**src/rtl/ipc_mbox_pkg.sv**
```systemverilog
package ipc_mbox_pkg;
  // register select within a 16-byte mailbox slot (address bits 3:2)
  typedef enum logic [1:0] {
    SEL_DATA = 2'd0,
    SEL_SET  = 2'd1,
    SEL_CLR  = 2'd2,
    SEL_RSVD = 2'd3
  } slot_sel_e;

  localparam int unsigned SLOT_LSB = 4;
  localparam int unsigned LOCK_OFS = 32'hF8;
endpackage

```
**src/rtl/ipc_mbox_decode.sv**
```systemverilog
module ipc_mbox_decode
  import ipc_mbox_pkg::*;
#(
  parameter int unsigned ADDR_W  = 8,
  parameter int unsigned NUM_BOX = 2
) (
  input  logic [ADDR_W-1:0]  addr,
  input  logic               wen,
  input  logic               ren,
  output logic [NUM_BOX-1:0] wr_data,
  output logic [NUM_BOX-1:0] wr_set,
  output logic [NUM_BOX-1:0] wr_clr,
  output logic [NUM_BOX-1:0] rd_data,
  output logic               lock_rd,
  output logic               lock_wr
);
  localparam int unsigned SLOT_W = ADDR_W - SLOT_LSB;

  logic              aligned;
  logic [1:0]        reg_sel;
  logic [SLOT_W-1:0] slot;
  logic              lock_hit;

  assign aligned  = (addr[1:0] == 2'b00);
  assign reg_sel  = addr[3:2];
  assign slot     = addr[ADDR_W-1:SLOT_LSB];
  assign lock_hit = (addr == ADDR_W'(LOCK_OFS));
  assign lock_rd  = ren & lock_hit;
  assign lock_wr  = wen & lock_hit;

  for (genvar i = 0; i < NUM_BOX; i++) begin : g_box
    logic hit;
    assign hit        = aligned && (slot == SLOT_W'(i));
    assign wr_data[i] = wen & hit & (reg_sel == SEL_DATA);
    assign wr_set[i]  = wen & hit & (reg_sel == SEL_SET);
    assign wr_clr[i]  = wen & hit & (reg_sel == SEL_CLR);
    assign rd_data[i] = ren & hit & (reg_sel == SEL_DATA);
  end
endmodule

```
**src/rtl/ipc_mbox_word.sv**
```systemverilog
module ipc_mbox_word #(
  parameter int unsigned DATA_W = 32
) (
  input  logic              clk,
  input  logic              rst_n,
  input  logic              wr_data,
  input  logic              wr_set,
  input  logic              wr_clr,
  input  logic [DATA_W-1:0] wdata,
  output logic [DATA_W-1:0] word_o,
  output logic              irq_o
);
  logic [DATA_W-1:0] word_q, word_d;
  logic              irq_q, irq_d;
  logic              upd_en;

  assign upd_en = wr_data | wr_set | wr_clr;

  always_comb begin
    word_d = word_q;
    if (wr_data)     word_d = wdata;
    else if (wr_set) word_d = word_q | wdata;
    else if (wr_clr) word_d = word_q & ~wdata;
    irq_d = |word_d;
  end

  always_ff @(posedge clk or negedge rst_n) begin
    if (!rst_n) begin
      word_q <= '0;
      irq_q  <= 1'b0;
    end else if (upd_en) begin
      word_q <= word_d;
      irq_q  <= irq_d;
    end
  end

  assign word_o = word_q;
  assign irq_o  = irq_q;
endmodule

```
**src/rtl/ipc_mbox_lock.sv**
```systemverilog
module ipc_mbox_lock (
  input  logic clk,
  input  logic rst_n,
  input  logic acq_rd,
  input  logic rel_wr,
  output logic free_o
);
  logic free_q, free_d, free_en;

  assign free_en = acq_rd | rel_wr;

  always_comb begin
    free_d = free_q;
    if (rel_wr)      free_d = 1'b1;
    else if (acq_rd) free_d = 1'b0;
  end

  always_ff @(posedge clk or negedge rst_n) begin
    if (!rst_n)       free_q <= 1'b1;
    else if (free_en) free_q <= free_d;
  end

  assign free_o = free_q;
endmodule

```
**src/rtl/ipc_mbox_top.sv**
```systemverilog
module ipc_mbox_top #(
  parameter int unsigned ADDR_W  = 8,
  parameter int unsigned DATA_W  = 32,
  parameter int unsigned NUM_BOX = 2
) (
  input  logic               clk,
  input  logic               rst_n,
  input  logic [ADDR_W-1:0]  bus_addr,
  input  logic               bus_wen,
  input  logic [DATA_W-1:0]  bus_wdata,
  input  logic               bus_ren,
  output logic [DATA_W-1:0]  bus_rdata,
  output logic [NUM_BOX-1:0] irq_o
);
  logic [NUM_BOX-1:0]             wr_data, wr_set, wr_clr, rd_data;
  logic                           lock_rd, lock_wr, lock_free;
  logic [NUM_BOX-1:0][DATA_W-1:0] box_word;

  ipc_mbox_decode #(.ADDR_W(ADDR_W), .NUM_BOX(NUM_BOX)) dec_i (
    .addr    (bus_addr),
    .wen     (bus_wen),
    .ren     (bus_ren),
    .wr_data (wr_data),
    .wr_set  (wr_set),
    .wr_clr  (wr_clr),
    .rd_data (rd_data),
    .lock_rd (lock_rd),
    .lock_wr (lock_wr)
  );

  for (genvar i = 0; i < NUM_BOX; i++) begin : g_word
    ipc_mbox_word #(.DATA_W(DATA_W)) word_i (
      .clk     (clk),
      .rst_n   (rst_n),
      .wr_data (wr_data[i]),
      .wr_set  (wr_set[i]),
      .wr_clr  (wr_clr[i]),
      .wdata   (bus_wdata),
      .word_o  (box_word[i]),
      .irq_o   (irq_o[i])
    );
  end

  ipc_mbox_lock lock_i (
    .clk    (clk),
    .rst_n  (rst_n),
    .acq_rd (lock_rd),
    .rel_wr (lock_wr & bus_wdata[0]),
    .free_o (lock_free)
  );

  always_comb begin
    bus_rdata = '0;
    for (int i = 0; i < NUM_BOX; i++) begin
      if (rd_data[i]) bus_rdata = box_word[i];
    end
    if (lock_rd) bus_rdata = {{(DATA_W-1){1'b0}}, lock_free};
  end
endmodule

```
**config.mk**
```make
export PLATFORM = sky130hd
export DESIGN_NAME = ipc_mbox_top
export DESIGN_NICKNAME = d
export VERILOG_FILES = /design/src/rtl/ipc_mbox_pkg.sv /design/src/rtl/ipc_mbox_decode.sv /design/src/rtl/ipc_mbox_word.sv /design/src/rtl/ipc_mbox_lock.sv /design/src/rtl/ipc_mbox_top.sv
export SDC_FILE = /design/constraint.sdc
export NUM_CORES = 1
export LEC_CHECK = 0
export BUFFER_PORTS_ARGS = -buffer_cell sky130_fd_sc_hd__clkbuf_2
export CAP_MARGIN = 20
export CORE_AREA = 2 2 88 90
export CTS_CLUSTER_DIAMETER = 60
export CTS_CLUSTER_SIZE = 10
export DETAILED_ROUTE_END_ITERATION = 10
export DIE_AREA = 0 0 90 92
export PLACE_DENSITY_LB_ADDON = 0.25
export SLEW_MARGIN = 0
export SYNTH_ARGS = -nofsm -noshare
export SYNTH_HDL_FRONTEND = slang
export SYNTH_SLANG_ARGS = --single-unit
```
**constraint.sdc**
```tcl
create_clock -name clk -period 5.25 [get_ports clk]
set_input_delay 0.525 -clock clk [delete_from_list [all_inputs] [get_ports clk]]
set_output_delay 0.525 -clock clk [all_outputs]
set_load 0.1 [all_outputs]
```
==> flow_summary.toml <==
[cells_and_area]
layout.filler_cells = 611
antenna_cells = 0
regArea_um2 = 1680
design_area_um2 = 4880
fin_util = 0.656
drive_gt1_frac = 0.213
nets = 550
multi_input_area_um2 = 2280
syn_to_final_growth_pct = 14.6

[sta]
tightest_slew_ps = 821
clock_skew_ps = 14.3
timing.fmax_ghz = 0.305
tns_ps = 0
layout_min_cycle_time_ps = 3280
hold_viol_final = 0
postLayoutSetupSlackWorst_ps = 1970
finalSetupViolCount = 0
rsz0062_at_grt = "false"
fin_crit_sh = 0.625
maxSlewHeadroom = 0.451
drv_slew = 0

[yosys]
synth_top_area_frac = 0.388
synth_cell_types = 38
syn_inst = 454
synth_warnings = 0
ys.flop_type = "dfrtp_1"
syn_nets = 498
avgSynthCellArea_um2 = 9.38
synthTopCellsByCount = "dfrtp_1 (66), nand4b_1 (57), nor4_1 (42), nor2_1 (35)"
yosysTopAreaCell = "dfrtp_1"
synthArstFlopShare = 1.00
syn_area_um2 = 4260
yosysMostFrequentCell = "dfrtp_1"
synth_edf_count = 0
yosys-top-cells-area = "dfrtp_1 (39%), nand4b_1 (12%), mux2i_1 (7.5%), a22o_1 (6.6%), nor4_1 (6.2%)"
ys_seq_area_frac = 0.394
ys_seq_elements = 67

[power]
leakage_nw = 2.43
vdd_drop_max_uv = 191
intPower_mw = 0.914
power_switching_mw = 0.385
clkPwrFrac = 0.357
finalPower_mw = 1.30
powerDensity_nw_per_um2 = 266
pwr-share-comb = 0.190
pwr-share-seq = 0.453
p_sw_frac = 0.296

[cts]
cts-resized-gates = 0
cts_tree = "yes"
cts_made_buffers = 9
clk_pin_slew_ps = 80
clockBufferDepth = 2
hold_buffers = 0
cts-root-buf = "clkbuf_8"
clk_latency_ps = 360
clock_sinks = 67
postCtsSetupRepairBufs = 0
cts_max_level = 3

[setup_path]
worst-path-buf-inv = 4
critical_path_required_ps = 4720
path_common_cell = "clkbuf_2"
cp_top_family = "buffers and inverters"
worst-r2r-cell-count = 4
rrSetupSlack_ps = 3350
startpoint = "bus_addr[5]"
cp_slowest_cell = "clkbuf_2"
worstPathArrival_ps = 2750
crit_path_max_fanout = 29
crit_chain = "clkbuf_2 > nor4_2 > buf_4 > nand2_1 > buf_8 > o21ai_0 > clkbuf_2"
max_stage_delay_ps = 480
end_kind = "output pin"
critical_path_class = "in2out"
cp-start-kind = "primary input"
r2r-end = "g_word[0].word_i.irq_o"
reg2reg_from = "g_word[0].word_i.word_o[5]"

[global_routing]
grt_pass1_vias = 3960
grt_max_degree = 72
grt-ovfl-total = 0
grt_first_pass_wirelength_um = 20400
track_usage = 0.311
antenna_found_initial = 0

[placed_design]
numPortBuffers = 77
hpwlAfterDp_um = 8120
place_ws_ps = 1740
placed_area_um2 = 4660
globalplace.congestion = 0.855

[floorplan]
start_util = 0.572
die-area_um2 = 8280
ioPinCount = 78
die_height_um = 92
fp.dieW_um = 90
rows = 32
coreArea_um2 = 7450

[routing]
routed_via_density = 6.62
drt-initial-drc-count = 446
wl_per_cell_um = 20.8
first_pass_iters = 5
drc = 0
drt_wl_total_um = 12800
ant_nets = 0
via_count = 4058

[job]
cap_violations = 0

[min_path]
hp-class = "in2async"

[status]
status = "finished, final reports clean"
-- power groups by stage --
| stage | registers (mW) | logic (mW) | clock network (mW) |
|---|---|---|---|
| global placement | 0.594 | 0.241 | 0 |
| CTS | 0.586 | 0.245 | 0.465 |
| floorplan | 0.587 | 0.166 | 0 |
| global route | 0.592 | 0.265 | 0.489 |
| finish | 0.588 | 0.247 | 0.464 |
| detailed placement | 0.596 | 0.243 | 0 |
-- sequential cells by signal, summed over array words and instances, names as in the netlist --
register	count
g_word.word_i.irq_o	2
g_word.word_i.word_o	64
lock_i.free_o	1
-- layout make-up --
class,count,area share
multi-input combinational,309,0.468
sequential,67,0.344
timing repair buffer,87,0.0958
clock buffer,15,0.0361
tap,102,0.0261
inverter,32,0.0246
clock inverter,1,0.00615
-- through the flow --
| stage | std cells | hold WS [ps] |
|---|---|---|
| floorplan | 454 | 229 |
| global placement | 596 | 486 |
| detailed placement | 596 | 493 |
| CTS | 612 | 136 |
| global route | 613 | 164 |
| finish | 613 | 118 |
-- how the worst max path moves through the flow --
stage          cells after the start  slack (ps)            to
6_report                           7        1970  bus_rdata[0]
5_1_grt                            7        1780  bus_rdata[0]
4_1_cts                            6        1750  bus_rdata[0]
3_5_place_dp                       6        1740  bus_rdata[0]
3_3_place_gp                       6        1820  bus_rdata[0]
2_1_floorplan                      7         980  bus_rdata[0]
-- worst reg2reg max path: cells and delay by family (launching register included) --
kind	cells	cell delay, ps
and+or+nand+nor	2	990
DFF	1	390
AOI/OAI and AO/OA	2	370
-- cells in the final DEF, fill, tap and decap left out, drive strengths merged, types with 6 or more instances in the layout --
master and n:
clkbuf 92, mux2i 32, nand2 6, nand4b 57, nor2 35, nand2b 30
nor4 42, inv 32, buf 10, or4 8, a22o 32, dfrtp 66
a21o 30
-- routing by layer --
| layer | wire length, µm | share of wire | GRT usage | vias to the layer above |
|---|---|---|---|---|
| met5 | 0 | 0 | 0 | - |
| met4 | 197 | 0.015 | 0.115 | 0 |
| met3 | 1090 | 0.086 | 0.0485 | 20 |
| met2 | 6160 | 0.48 | 0.505 | 236 |
| met1 | 5320 | 0.42 | 0.425 | 2002 |
| li1 | - | - | - | 1800 |
-- logic make-up after synthesis --
logic type,synth area share
muxes,0.0752
buffers and inverters,0.0755
AOI/OAI and AO/OA,0.138
and+or+nand+nor,0.318
DFF,0.394
Note: power is estimated with default switching activity, not from simulation.
